**config.mk**
```make
export PLATFORM = sky130hd
export DESIGN_NAME = mv_elim
export DESIGN_NICKNAME = d
export VERILOG_FILES = /design/src/rtl/mv_elim_pkg.sv /design/src/rtl/mv_elim_pair.sv /design/src/rtl/mv_elim_lane.sv /design/src/rtl/mv_elim_alias.sv /design/src/rtl/mv_elim.sv
export SDC_FILE = /design/constraint.sdc
export NUM_CORES = 1
export LEC_CHECK = 0
export BUFFER_PORTS_ARGS = -buffer_cell sky130_fd_sc_hd__buf_2
export CORE_ASPECT_RATIO = 0.7
export CORE_MARGIN = 3
export CORE_UTILIZATION = 30
export CTS_CLUSTER_DIAMETER = 100
export DETAILED_ROUTE_END_ITERATION = 7
export GPL_ROUTABILITY_DRIVEN = 0
export PLACE_DENSITY = 0.49
export SLEW_MARGIN = 30
export SYNTH_ARGS = -nofsm -noshare
export SYNTH_HDL_FRONTEND = slang
export SYNTH_SLANG_ARGS = --single-unit
```
**constraint.sdc**
```tcl
create_clock -name clk -period 17.1 [get_ports clk]
set_input_delay 0 -clock clk [delete_from_list [all_inputs] [get_ports clk]]
set_output_delay 0 -clock clk [all_outputs]
set_load 0.01 [all_outputs]
```
**src/rtl/mv_elim_pkg.sv**
```systemverilog
`timescale 1ns/1ps
// Shared definitions for the move/swap eliminator.
// Assumes an operation carries at most two writes and two reads.
package mv_elim_pkg;

    localparam int unsigned PAIR_SLOTS = 2;

    typedef enum logic [1:0] {
        OP_NONE = 2'd0,
        OP_MOVE = 2'd1,
        OP_SWAP = 2'd2
    } op_kind_e;

    // Classify a lane: move or swap only when write and read counts agree.
    function automatic op_kind_e classify(input logic valid,
                                          input logic [1:0] nwr,
                                          input logic [1:0] nrd);
        if (!valid || nwr != nrd) return OP_NONE;
        if (nwr == 2'd1)          return OP_MOVE;
        if (nwr == 2'd2)          return OP_SWAP;
        return OP_NONE;
    endfunction

endpackage

```
**src/rtl/mv_elim_pair.sv**
```systemverilog
`timescale 1ns/1ps
// Checks one source/destination pair of a lane and computes its alias target.
// Assumes the alias table inputs are the registered state of this cycle.
// An unused pair reports pair_ok high so the lane's AND is unaffected.
module mv_elim_pair #(
    parameter int NUM_REGS = 16,
    parameter int REG_W    = 4,
    parameter int BANK_W   = 1
) (
    input  logic                               pair_used,
    input  logic [REG_W-1:0]                   src,
    input  logic [REG_W-1:0]                   dst,
    input  logic                               clr_upper,
    input  logic [BANK_W-1:0]                  lane_bank,
    input  logic                               zero_only,
    input  logic [NUM_REGS-1:0][BANK_W-1:0]    reg_bank,
    input  logic [NUM_REGS-1:0][REG_W-1:0]     reg_root,
    input  logic [NUM_REGS-1:0]                elim_ok,
    input  logic [NUM_REGS-1:0]                zero_map,
    input  logic [NUM_REGS-1:0]                alias_v,
    input  logic [NUM_REGS-1:0][REG_W-1:0]     alias_t,
    output logic                               pair_ok,
    output logic                               src_zero,
    output logic [REG_W-1:0]                   target,
    output logic [REG_W-1:0]                   dst_root
);

    logic [REG_W-1:0] src_root;
    logic             same_bank;
    logic             class_ok;
    logic             width_ok;
    logic             zero_ok;

    // Qualification of the pair against bank, class, width and zero-only rules.
    always_comb begin
        src_root  = reg_root[src];
        dst_root  = reg_root[dst];
        src_zero  = zero_map[src];
        same_bank = (reg_bank[src] == lane_bank) && (reg_bank[dst] == lane_bank);
        class_ok  = elim_ok[dst_root];
        width_ok  = (dst_root == dst) || clr_upper;
        zero_ok   = !zero_only || src_zero;
        pair_ok   = !pair_used || (same_bank && class_ok && width_ok && zero_ok);
    end

    // Alias target: source root, followed one level through the table.
    always_comb begin
        target = alias_v[src_root] ? alias_t[src_root] : src_root;
    end

endmodule

```
**src/rtl/mv_elim_lane.sv**
```systemverilog
`timescale 1ns/1ps
// One rename lane: qualifies a move or swap, applies the bank budget and
// produces flags and alias updates. Bank counts arrive from lower lanes and
// leave updated for higher lanes. Pair p reads source slot p and writes
// destination slot (count-1-p).
module mv_elim_lane
    import mv_elim_pkg::*;
#(
    parameter int NUM_REGS  = 16,
    parameter int NUM_BANKS = 2,
    parameter int REG_W     = 4,
    parameter int BANK_W    = 1,
    parameter int LIMIT_W   = 3,
    parameter int CNT_W     = 4
) (
    input  logic                                 op_valid,
    input  logic [1:0]                           op_nwr,
    input  logic [1:0]                           op_nrd,
    input  logic [1:0][REG_W-1:0]                op_src,
    input  logic [1:0][REG_W-1:0]                op_dst,
    input  logic [1:0]                           op_clr,
    input  logic [NUM_REGS-1:0][BANK_W-1:0]      reg_bank,
    input  logic [NUM_REGS-1:0][REG_W-1:0]       reg_root,
    input  logic [NUM_REGS-1:0]                  elim_ok,
    input  logic [NUM_REGS-1:0]                  zero_map,
    input  logic [NUM_BANKS-1:0][LIMIT_W-1:0]    bank_limit,
    input  logic [NUM_BANKS-1:0]                 bank_zero_only,
    input  logic [NUM_REGS-1:0]                  alias_v,
    input  logic [NUM_REGS-1:0][REG_W-1:0]       alias_t,
    input  logic [NUM_BANKS-1:0][CNT_W-1:0]      cnt_in,
    output logic [NUM_BANKS-1:0][CNT_W-1:0]      cnt_out,
    output logic                                 elim,
    output logic [1:0]                           wzero,
    output logic [1:0]                           rzero,
    output logic [1:0]                           upd_en,
    output logic [1:0][REG_W-1:0]                upd_dst,
    output logic [1:0][REG_W-1:0]                upd_root,
    output logic [1:0][REG_W-1:0]                upd_tgt
);

    op_kind_e          kind;
    logic              swap;
    logic [BANK_W-1:0] bank;
    logic [CNT_W-1:0]  sum;
    logic [CNT_W-1:0]  lim_ext;
    logic              over;
    logic [1:0]        used;
    logic [1:0]        pair_ok;
    logic [1:0]        src_zero;
    logic [1:0]        wsel;
    logic [1:0][REG_W-1:0] dsel;
    logic [1:0][REG_W-1:0] tgt;
    logic [1:0][REG_W-1:0] droot;

    // Operation class and the bank that owns the lane.
    always_comb begin
        kind = classify(op_valid, op_nwr, op_nrd);
        swap = (kind == OP_SWAP);
        bank = reg_bank[op_dst[0]];
    end

    genvar p;
    generate
        for (p = 0; p < PAIR_SLOTS; p++) begin : g_pair
            localparam logic SELF  = 1'(p);
            localparam logic OTHER = 1'(PAIR_SLOTS - 1 - p);

            // Pair activity and the destination slot it writes.
            assign used[p] = (kind != OP_NONE) && ((SELF == 1'b0) || swap);
            assign wsel[p] = swap ? OTHER : SELF;
            assign dsel[p] = op_dst[wsel[p]];

            mv_elim_pair #(
                .NUM_REGS (NUM_REGS),
                .REG_W    (REG_W),
                .BANK_W   (BANK_W)
            ) u_pair (
                .pair_used (used[p]),
                .src       (op_src[p]),
                .dst       (dsel[p]),
                .clr_upper (op_clr[wsel[p]]),
                .lane_bank (bank),
                .zero_only (bank_zero_only[bank]),
                .reg_bank  (reg_bank),
                .reg_root  (reg_root),
                .elim_ok   (elim_ok),
                .zero_map  (zero_map),
                .alias_v   (alias_v),
                .alias_t   (alias_t),
                .pair_ok   (pair_ok[p]),
                .src_zero  (src_zero[p]),
                .target    (tgt[p]),
                .dst_root  (droot[p])
            );
        end
    endgenerate

    // Per-cycle budget of the lane's bank; a zero limit disables it.
    always_comb begin
        sum     = cnt_in[bank] + CNT_W'(op_nwr);
        lim_ext = CNT_W'(bank_limit[bank]);
        over    = (lim_ext != '0) && (sum > lim_ext);
        elim    = (kind != OP_NONE) && !over && (&pair_ok);
    end

    // Hand the bank counts on to the next lane.
    always_comb begin
        cnt_out = cnt_in;
        if (elim) cnt_out[bank] = sum;
    end

    // Zero flags: read flag on the source slot, write flag on its partner slot.
    always_comb begin
        wzero = '0;
        rzero = '0;
        for (int i = 0; i < PAIR_SLOTS; i++) begin
            if (elim && used[i] && src_zero[i]) begin
                rzero[i]       = 1'b1;
                wzero[wsel[i]] = 1'b1;
            end
        end
    end

    // Alias updates offered to the table.
    always_comb begin
        upd_en   = used & {2{elim}};
        upd_dst  = dsel;
        upd_root = droot;
        upd_tgt  = tgt;
    end

endmodule

```
**src/rtl/mv_elim_alias.sv**
```systemverilog
`timescale 1ns/1ps
// Alias table: one valid bit and target per register. An ordinary write
// clears entries first, then lane updates are applied in lane and pair
// order, so eliminations win and later lanes win.
module mv_elim_alias #(
    parameter int NUM_REGS  = 16,
    parameter int NUM_LANES = 2,
    parameter int REG_W     = 4
) (
    input  logic                                   clk,
    input  logic                                   rst_n,
    input  logic                                   wr_valid,
    input  logic [REG_W-1:0]                       wr_reg,
    input  logic [REG_W-1:0]                       wr_root,
    input  logic [NUM_LANES-1:0][1:0]              upd_en,
    input  logic [NUM_LANES-1:0][1:0][REG_W-1:0]   upd_dst,
    input  logic [NUM_LANES-1:0][1:0][REG_W-1:0]   upd_root,
    input  logic [NUM_LANES-1:0][1:0][REG_W-1:0]   upd_tgt,
    input  logic [REG_W-1:0]                       look_reg,
    output logic [NUM_REGS-1:0]                    alias_v,
    output logic [NUM_REGS-1:0][REG_W-1:0]         alias_t,
    output logic                                   look_valid,
    output logic [REG_W-1:0]                       look_target
);

    logic [NUM_REGS-1:0]            v_d;
    logic [NUM_REGS-1:0][REG_W-1:0] t_d;

    // Next table state: clear for ordinary writes, then set for eliminations.
    always_comb begin
        v_d = alias_v;
        t_d = alias_t;
        if (wr_valid) begin
            v_d[wr_reg]  = 1'b0;
            v_d[wr_root] = 1'b0;
        end
        for (int l = 0; l < NUM_LANES; l++) begin
            for (int q = 0; q < 2; q++) begin
                if (upd_en[l][q]) begin
                    v_d[upd_root[l][q]] = 1'b1;
                    t_d[upd_root[l][q]] = upd_tgt[l][q];
                    v_d[upd_dst[l][q]]  = 1'b1;
                    t_d[upd_dst[l][q]]  = upd_tgt[l][q];
                end
            end
        end
    end

    // Table registers with synchronous reset to all-invalid.
    always_ff @(posedge clk) begin
        if (!rst_n) begin
            alias_v <= '0;
            alias_t <= '0;
        end else begin
            alias_v <= v_d;
            alias_t <= t_d;
        end
    end

    // Lookup port reads the registered table.
    always_comb begin
        look_valid  = alias_v[look_reg];
        look_target = alias_t[look_reg];
    end

endmodule

```
**src/rtl/mv_elim.sv**
```systemverilog
`timescale 1ns/1ps
// Move/swap eliminator top. Decisions are combinational in the cycle the
// lanes are presented; alias state is registered. Lanes are in program order,
// and all of them read the table as it stood at the start of the cycle.
module mv_elim #(
    parameter int NUM_REGS  = 16,
    parameter int NUM_BANKS = 2,
    parameter int NUM_LANES = 2,
    parameter int LIMIT_W   = 3,
    localparam int REG_W    = $clog2(NUM_REGS),
    localparam int BANK_W   = (NUM_BANKS > 1) ? $clog2(NUM_BANKS) : 1
) (
    input  logic                                   clk,
    input  logic                                   rst_n,
    input  logic [NUM_REGS-1:0][BANK_W-1:0]        reg_bank_i,
    input  logic [NUM_REGS-1:0][REG_W-1:0]         reg_root_i,
    input  logic [NUM_REGS-1:0]                    reg_elim_ok_i,
    input  logic [NUM_REGS-1:0]                    zero_map_i,
    input  logic [NUM_BANKS-1:0][LIMIT_W-1:0]      bank_limit_i,
    input  logic [NUM_BANKS-1:0]                   bank_zero_only_i,
    input  logic [NUM_LANES-1:0]                   op_valid_i,
    input  logic [NUM_LANES-1:0][1:0]              op_nwr_i,
    input  logic [NUM_LANES-1:0][1:0]              op_nrd_i,
    input  logic [NUM_LANES-1:0][1:0][REG_W-1:0]   op_src_i,
    input  logic [NUM_LANES-1:0][1:0][REG_W-1:0]   op_dst_i,
    input  logic [NUM_LANES-1:0][1:0]              op_clr_i,
    input  logic                                   wr_valid_i,
    input  logic [REG_W-1:0]                       wr_reg_i,
    input  logic [REG_W-1:0]                       look_reg_i,
    output logic [NUM_LANES-1:0]                   elim_o,
    output logic [NUM_LANES-1:0][1:0]              wzero_o,
    output logic [NUM_LANES-1:0][1:0]              rzero_o,
    output logic                                   look_valid_o,
    output logic [REG_W-1:0]                       look_target_o
);

    localparam int LANE_MAX = $clog2(2 * NUM_LANES + 1);
    localparam int CNT_W    = ((LANE_MAX > LIMIT_W) ? LANE_MAX : LIMIT_W) + 1;

    logic [NUM_REGS-1:0]                   alias_v;
    logic [NUM_REGS-1:0][REG_W-1:0]        alias_t;
    logic [NUM_LANES:0][NUM_BANKS-1:0][CNT_W-1:0] cnt_chain;
    logic [NUM_LANES-1:0][1:0]             upd_en;
    logic [NUM_LANES-1:0][1:0][REG_W-1:0]  upd_dst;
    logic [NUM_LANES-1:0][1:0][REG_W-1:0]  upd_root;
    logic [NUM_LANES-1:0][1:0][REG_W-1:0]  upd_tgt;

    // Counts start from zero each cycle at the first lane.
    assign cnt_chain[0] = '0;

    genvar k;
    generate
        for (k = 0; k < NUM_LANES; k++) begin : g_lane
            mv_elim_lane #(
                .NUM_REGS  (NUM_REGS),
                .NUM_BANKS (NUM_BANKS),
                .REG_W     (REG_W),
                .BANK_W    (BANK_W),
                .LIMIT_W   (LIMIT_W),
                .CNT_W     (CNT_W)
            ) u_lane (
                .op_valid       (op_valid_i[k]),
                .op_nwr         (op_nwr_i[k]),
                .op_nrd         (op_nrd_i[k]),
                .op_src         (op_src_i[k]),
                .op_dst         (op_dst_i[k]),
                .op_clr         (op_clr_i[k]),
                .reg_bank       (reg_bank_i),
                .reg_root       (reg_root_i),
                .elim_ok        (reg_elim_ok_i),
                .zero_map       (zero_map_i),
                .bank_limit     (bank_limit_i),
                .bank_zero_only (bank_zero_only_i),
                .alias_v        (alias_v),
                .alias_t        (alias_t),
                .cnt_in         (cnt_chain[k]),
                .cnt_out        (cnt_chain[k+1]),
                .elim           (elim_o[k]),
                .wzero          (wzero_o[k]),
                .rzero          (rzero_o[k]),
                .upd_en         (upd_en[k]),
                .upd_dst        (upd_dst[k]),
                .upd_root       (upd_root[k]),
                .upd_tgt        (upd_tgt[k])
            );
        end
    endgenerate

    mv_elim_alias #(
        .NUM_REGS  (NUM_REGS),
        .NUM_LANES (NUM_LANES),
        .REG_W     (REG_W)
    ) u_alias (
        .clk         (clk),
        .rst_n       (rst_n),
        .wr_valid    (wr_valid_i),
        .wr_reg      (wr_reg_i),
        .wr_root     (reg_root_i[wr_reg_i]),
        .upd_en      (upd_en),
        .upd_dst     (upd_dst),
        .upd_root    (upd_root),
        .upd_tgt     (upd_tgt),
        .look_reg    (look_reg_i),
        .alias_v     (alias_v),
        .alias_t     (alias_t),
        .look_valid  (look_valid_o),
        .look_target (look_target_o)
    );

endmodule

```
[Word level (Yosys, flattened, before mapping)]
Index checks and enable logic that the tools add are counted.
Storage, ports and cells
  bits in registers: 80
  bits in latches: 0
  memory bits (writable): 0
  ROM bits: 0
  input bits: 177
  output and inout bits: 15
  word-level logic and storage cells: 382
  memories: 0
Operators by class
  add/sub/neg operators: 2
  multiply operators: 0
  divide/modulo/power cells: 0
  order comparisons: 44
  eq/ne operators: 20
  shift operators: 0
  muxes and demuxes: 205
  bitwise logic cells: 17
  reduce and logical (&&, ||, !) cells: 77
Operators with widths (number)
  64-bit bitwise mux: 8
  64-bit two-way mux: 4
  4-bit binary-select mux with 4-bit select: 14
  4-bit two-way mux: 38
  4-bit demux with 4-bit select: 8
  16-bit bitwise OR: 8
  4-bit by 5-bit < comparator with 1-bit output (second input constant): 21
  1-bit binary-select mux with 4-bit select: 23
  16-bit two-way mux: 5
  1-bit two-way mux: 69
  1-bit logical AND: 47
  1-bit demux with 4-bit select: 10
  4-bit by 1-bit greater-or-equal comparator with 1-bit output (second input constant): 10
  16-bit bitwise AND: 2
  2-bit two-way mux: 16
  16-bit NOT: 2
  4-bit equality test: 4
  1-bit logical OR: 14
  1-bit by 2-bit < comparator with 1-bit output (second input constant): 6
  3-bit two-way mux: 4
  1-bit zero test: 10
  4-bit by 2-bit adder with 4-bit output: 2
  8-bit bitwise AND: 1
  1-bit equality test: 8
  13 further kinds: 31

[Longest topological paths before layout]
  word-level depth: 37
  depth in mapped cells: 37

[Cells and area by module]
From an unflattened synthesis, not the netlist that was laid out.
Unflattened totals
  cell total of the unflattened synthesis: 2110
  area total of the unflattened synthesis: 19575.0 sq um
Modules (own cells, without submodules)
  mv_elim_pair: times used 4, cells an instance 239, area an instance 2566.2 sq um, sequential area each 0.0 sq um
  mv_elim_alias: times used 1, cells an instance 886, area an instance 6999.2 sq um, sequential area each 1601.5 sq um
  mv_elim_lane at g_lane[1].u_lane: times used 1, cells an instance 115, area an instance 892.1 sq um, sequential area each 0.0 sq um
  mv_elim_lane at g_lane[0].u_lane: times used 1, cells an instance 113, area an instance 860.8 sq um, sequential area each 0.0 sq um
  mv_elim: times used 1, cells an instance 40, area an instance 558.0 sq um, sequential area each 0.0 sq um

[Least setup slack after synthesis]
No wires, ideal clock.
  path type: input-to-reg
  start: in op_nrd_i[0] (netlist name)
  end: reg u_alias.alias_t[34] (netlist name)
  setup time: 0.115 ns
  data arrival time: 6.489 ns
  path slack: 10.496 ns
  cell stages on the path: 35
  path buffers: 6
  cells stage by stage: nand4bb_1 buf_2 o21ai_1 a21oi_1 o41a_1 nor4_2 buf_4 a21oi_1 a22oi_1 o32ai_1 o31ai_1 nand3_2 inv_2 buf_4 buf_6 and3_1 ha_1 inv_1 fa_1 inv_1 ha_1 a21o_1 a21oi_1 a31oi_1 a31oi_1 o21ai_0 a41oi_1 o2111a_1 or4b_1 buf_6 nand2b_4 buf_6 o21ai_1 a31oi_1 and3_1
On the way
  word-level cells in the longest chain between the ends: 32
  elaborated cells between the ends (all ways): 92
  those cells by class: 1 x add/sub; 9 x order compare; 6 x eq/ne; 46 x mux; 2 x bitwise; 28 x reduce/logical
RTL lines
  start, declared: RTL line mv_elim.sv:23  | input logic [NUM_LANES-1:0][1:0] op_nrd_i,
  2-bit inequality test (*): RTL line mv_elim_pkg.sv:18  | if (!valid || nwr != nrd) return OP_NONE;
  1-bit logical OR (*): RTL line mv_elim_pkg.sv:18
  1-bit two-way mux (*): RTL line mv_elim_pkg.sv:18
  2-bit two-way mux (*): RTL line mv_elim_pkg.sv:19  | if (nwr == 2'd1) return OP_MOVE;
  2-bit equality test: RTL line mv_elim_lane.sv:58  | swap = (kind == OP_SWAP);
  1-bit two-way mux: RTL line mv_elim_lane.sv:70  | assign wsel[p] = swap ? OTHER : SELF;
  4-bit two-way mux (implied by the code) (2 in a row): RTL line mv_elim_lane.sv:71  | assign dsel[p] = op_dst[wsel[p]];
  4-bit binary-select mux with 4-bit select / 1-bit binary-select mux with 4-bit select (equally long branches): RTL line mv_elim_pair.sv:37, mv_elim_pair.sv:39
  (+9 left out)
  via g_lane[0].u_lane.elim: RTL line mv_elim_lane.sv:32  | output logic elim,
  (+5 left out)
  1-bit logical AND: RTL line mv_elim_lane.sv:102  | over = (lim_ext != '0) && (sum > lim_ext);
  1-bit zero test: RTL line mv_elim_lane.sv:103  | elim = (kind != OP_NONE) && !over && (&pair_ok);
  1-bit logical AND (2 in a row): RTL line mv_elim_lane.sv:103
  2-bit bitwise AND: RTL line mv_elim_lane.sv:126  | upd_en = used & {2{elim}};
  64-bit two-way mux: RTL line mv_elim_alias.sv:39  | if (upd_en[l][q]) begin
  64-bit bitwise mux: RTL line mv_elim_alias.sv:41  | t_d[upd_root[l][q]] = upd_tgt[l][q];
  64-bit bitwise mux: RTL line mv_elim_alias.sv:43  | t_d[upd_dst[l][q]] = upd_tgt[l][q];
  64-bit two-way mux (*): RTL line mv_elim_alias.sv:39
  end signal, assigned: RTL line mv_elim_alias.sv:56  | alias_t <= t_d;
  end, declared: RTL line mv_elim_alias.sv:21  | output logic [NUM_REGS-1:0][REG_W-1:0] alias_t,
Mark *: on every way through the listed nets, which the timed path passes. The rest lies on a longest branch. The select of a mux whose other input is x is not followed.
A chain may end at the register's enable or synchronous reset.

[Final worst setup path]
  start: in op_valid_i[0]
  end: reg u_alias.alias_t[48] (netlist name)
On the way
  word-level cells in the longest chain between the ends: 32
  elaborated cells between the ends (all ways): 92
  those cells by class: 1 x add/sub; 9 x order compare; 5 x eq/ne; 46 x mux; 2 x bitwise; 29 x reduce/logical
RTL lines
  start, declared: RTL line mv_elim.sv:21  | input logic [NUM_LANES-1:0] op_valid_i,
  1-bit zero test (*): RTL line mv_elim_pkg.sv:18
  1-bit logical OR (*): RTL line mv_elim_pkg.sv:18
  1-bit two-way mux (*): RTL line mv_elim_pkg.sv:18
  2-bit two-way mux (*): RTL line mv_elim_pkg.sv:19
  2-bit equality test: RTL line mv_elim_lane.sv:58
  1-bit two-way mux: RTL line mv_elim_lane.sv:70
  4-bit two-way mux (implied by the code) (2 in a row): RTL line mv_elim_lane.sv:71
  4-bit binary-select mux with 4-bit select / 1-bit binary-select mux with 4-bit select (equally long branches): RTL line mv_elim_pair.sv:37, mv_elim_pair.sv:39
  (+14 left out)
  1-bit logical AND: RTL line mv_elim_lane.sv:102
  1-bit zero test: RTL line mv_elim_lane.sv:103
  1-bit logical AND (2 in a row): RTL line mv_elim_lane.sv:103
  2-bit bitwise AND: RTL line mv_elim_lane.sv:126
  64-bit two-way mux: RTL line mv_elim_alias.sv:39
  64-bit bitwise mux: RTL line mv_elim_alias.sv:41
  64-bit bitwise mux: RTL line mv_elim_alias.sv:43
  64-bit two-way mux (*): RTL line mv_elim_alias.sv:39
Mark *: on every way between the ends. The rest lies on a longest branch, timed or not. The select of a mux whose other input is x is not followed.

==> impl_metrics.json <==
{
  "status": "complete, no violations",
  "crit_path_start_kind": "input port",
  "rr_worst_depth": 10,
  "max_stage_delay_ns": 0.83,
  "min_path_type": "in -> reg",
  "synth.distinct_cells": 105,
  "finalClockSkew_ns": 0.0167,
  "netlist_area_um2": 19400,
  "cp_data_required_time_ns": 17.33,
  "cp_max_fo": 52,
  "hold_viol_final": 0,
  "hold_end": "u_alias.alias_v[1]",
  "maxCapViolations": 0,
  "io_pins": 192,
  "maxSlewViolCount": 0,
  "crit_type": "in -> reg",
  "p_leak_nw": 7.25,
  "cp_common_cell": "a21oi_1",
  "avgRoutedWirePerCell_um": 36.9,
  "cts.sinks": 80,
  "cts_buffers": 9,
  "antenna_found_initial": 14,
  "post-synth-top-area-cell": "mux4_2",
  "critPathArrivalTime_ns": 9.72,
  "final_common_cell": "mux4_2",
  "synth_flop_cell": "dfxtp_1",
  "swShare_pct": 49.0,
  "grt_start_max_net_pins": 53,
  "grt_first_pass_wirelength_mm": 160,
  "synthCells": 2259,
  "htreeDepth": 3,
  "grt_use_total_pct": 32.7,
  "rsz0062_at_grt": "false",
  "cts.clk_slew.worst_paths_ns": 0.07,
  "dp_slack_ns": 7.47,
  "drt.antenna.violating_nets": 0,
  "pwr-share-comb_pct": 60.5,
  "whs_ns": 0.157,
  "critPathSlowestCell": "a21oi_1",
  "insertion_delay_ns": 0.36,
  "synthArstFlopShare_pct": 0,
  "setup_viol": 0,
  "setup_tns_ns": 0,
  "fillers": 6600,
  "drtIter0Drc": 4626,
  "fmax_ghz": 0.105,
  "reg2reg_to": "u_alias.alias_t[30]",
  "final_cell_mix": "mux4_2, a21oi_1, buf_2",
  "synth_top_area_share_pct": 30.1,
  "die_y_um": 219,
  "layout_min_cycle_time_ns": 9.49,
  "fin_ws_ns": 7.61,
  "sequentialPowerShare_pct": 17.7,
  "whs_path_depth": 4,
  "synth.ff_latch_count": 80,
  "dieArea_um2": 67700,
  "layout-drive-gt1-share_pct": 27.1,
  "r2r-start": "u_alias.alias_v[11]",
  "synthTopCellsByArea": "mux4_2, dfxtp_1, mux2i_1",
  "fp-row-count": 77,
  "nNetsFinal": 2452,
  "finalPower_mw": 1.06,
  "dp_hpwl_mm": 88.5,
  "pwr-share-clk_pct": 21.8,
  "viasPerCell": 7.59,
  "seq_area_frac_synth_pct": 8.27,
  "post_cts_buffers": 0,
  "dieWidth_um": 310,
  "port_buffers": 191,
  "fin_crit_sh_pct": 55.5,
  "p_int_mw": 0.541,
  "crit_path_end_kind": "flip-flop",
  "synth.avg_cell_area_um2": 8.58,
  "vias": 23600,
  "worstHoldStart": "wr_valid_i",
  "areaGrowthSynthToFinish_pct": 8.44,
  "firstDrtPassIters": 8,
  "ctsResizeCount": 0,
  "grt_pass1_vias": 21300,
  "cts-root-buf": "clkbuf_16",
  "yosysWarnings": 0,
  "cts_tree": "yes",
  "initial_utilization_pct": 30.5,
  "synthesis.nets": 2443,
  "p_switching_mw": 0.520,
  "reg2reg_slack_ns": 13.17,
  "clockBufferDepth": 2,
  "slew_headroom_pct": 20.1,
  "core_area_um2": 63500,
  "overflow": 0,
  "peakVddDrop_v": 0.0000479,
  "p_per_area_nw_per_um2": 50.5,
  "hold_buffers": 0,
  "drt_drc_violations_left": 0,
  "tightest_slew_ns": 1.19,
  "wl_mm": 115,
  "synth-edff-count": 0
}
## power by group through the flow
stage	Sequential [mW]	Clock, mW	Combinational [mW]
after CTS	0.187	0.229	0.600
after global placement	0.192	0	0.595
after detailed placement	0.192	0	0.599
after floorplan	0.191	0	0.383
after global routing	0.187	0.236	0.653
final	0.187	0.232	0.642
## sequential cells by signal, summed over array words and instances, names as in the netlist
register / count
u_alias.alias_v: 16
u_alias.alias_t: 64
## cells by family (layout without fill, tap and decap cells)
| logic type | Yosys count | in the layout | share of synthesized area [%] |
|---|---|---|---|
| AO/OA/AOI/OAI | 770 | 770 | 26.1 |
| AND/OR/NAND/NOR | 655 | 655 | 17.4 |
| multiplexers | 467 | 467 | 41.2 |
| buffers and inverters | 271 | 284 | 6.04 |
| flip-flops | 80 | 80 | 8.27 |
| XOR/XNOR | 9 | 9 | 0.407 |
| adder cells (fa/ha/maj) | 7 | 7 | 0.491 |
| other | 0 | 8 | 0 |
## worst max-delay path, delay by kind of cell
kind	cells	cell delay, ns
buf+inv	8	2.74
fa+ha+maj	3	0.95
simple gates	5	1.58
compound gates	15	4.38
## layer usage
layer,track usage [%],wire length [um],part of all wire (%),up-vias
met5,1.24,93,0.081,-
met1,45.6,45000,39,11600
met4,8.44,3930,3.4,8
met2,40.5,41500,36,2576
li1,-,-,-,9111
met3,20.7,24200,21,360
## worst max path at each step
stage	startpoint	to	slack, ns	cells after the start
3_5_place_dp	op_valid_i[0]	u_alias.alias_t[48]	7.47	32
4_1_cts	op_valid_i[0]	u_alias.alias_t[48]	7.77	32
3_3_place_gp	op_valid_i[0]	u_alias.alias_t[62]	7.76	31
6_report	op_valid_i[0]	u_alias.alias_t[48]	7.61	31
5_1_grt	op_valid_i[0]	u_alias.alias_t[48]	7.24	32
2_1_floorplan	op_nrd_i[0]	u_alias.alias_t[34]	10.50	35
## synthesized netlist by cell type, types with 11 or more instances
master / count
buf_4: 15
dfxtp_1: 80
and3_1: 22
o22ai_1: 70
a31oi_1: 35
inv_1: 43
nand3_1: 74
nor2_1: 123
nand2b_1: 36
nor4_1: 28
o32ai_1: 14
nor3_1: 28
o21ai_0: 100
nor2b_1: 31
and2_1: 40
o21a_1: 13
a211oi_1: 39
buf_2: 47
a221oi_1: 17
o31ai_1: 12
buf_1: 30
o211ai_1: 14
o22a_1: 24
a21oi_1: 245
a22o_1: 11
mux2i_1: 147
a22oi_1: 30
nand2_1: 183
or2_2: 11
nand4_1: 13
clkbuf_1: 125
o21ai_1: 11
or3_1: 15
o41ai_1: 13
mux2_2: 60
mux4_2: 259
## area by class of cell
type | count | area [um2] | area share (%)
diodes | 8 | 20.0 | 0.0953
clock buffers | 10 | 229 | 1.09
clock inverters | 5 | 106 | 0.506
inverters | 48 | 180 | 0.858
multi-input cells | 1908 | 16700 | 79.3
flip-flops and latches | 80 | 1600 | 7.62
well taps | 829 | 1040 | 4.94
repair buffers | 221 | 1180 | 5.62
## stage by stage
step,instance area [um2],std cells,utilization [%]
3_5_place_dp,20600,3086,32.5
3_3_place_gp,20600,3086,32.5
2_1_floorplan,19400,2259,-
4_1_cts,21000,3101,33.0
6_report,21000,3109,33.1
5_1_grt,21000,3105,33.1
No activity file was read; power rests on OpenSTA's default activity.
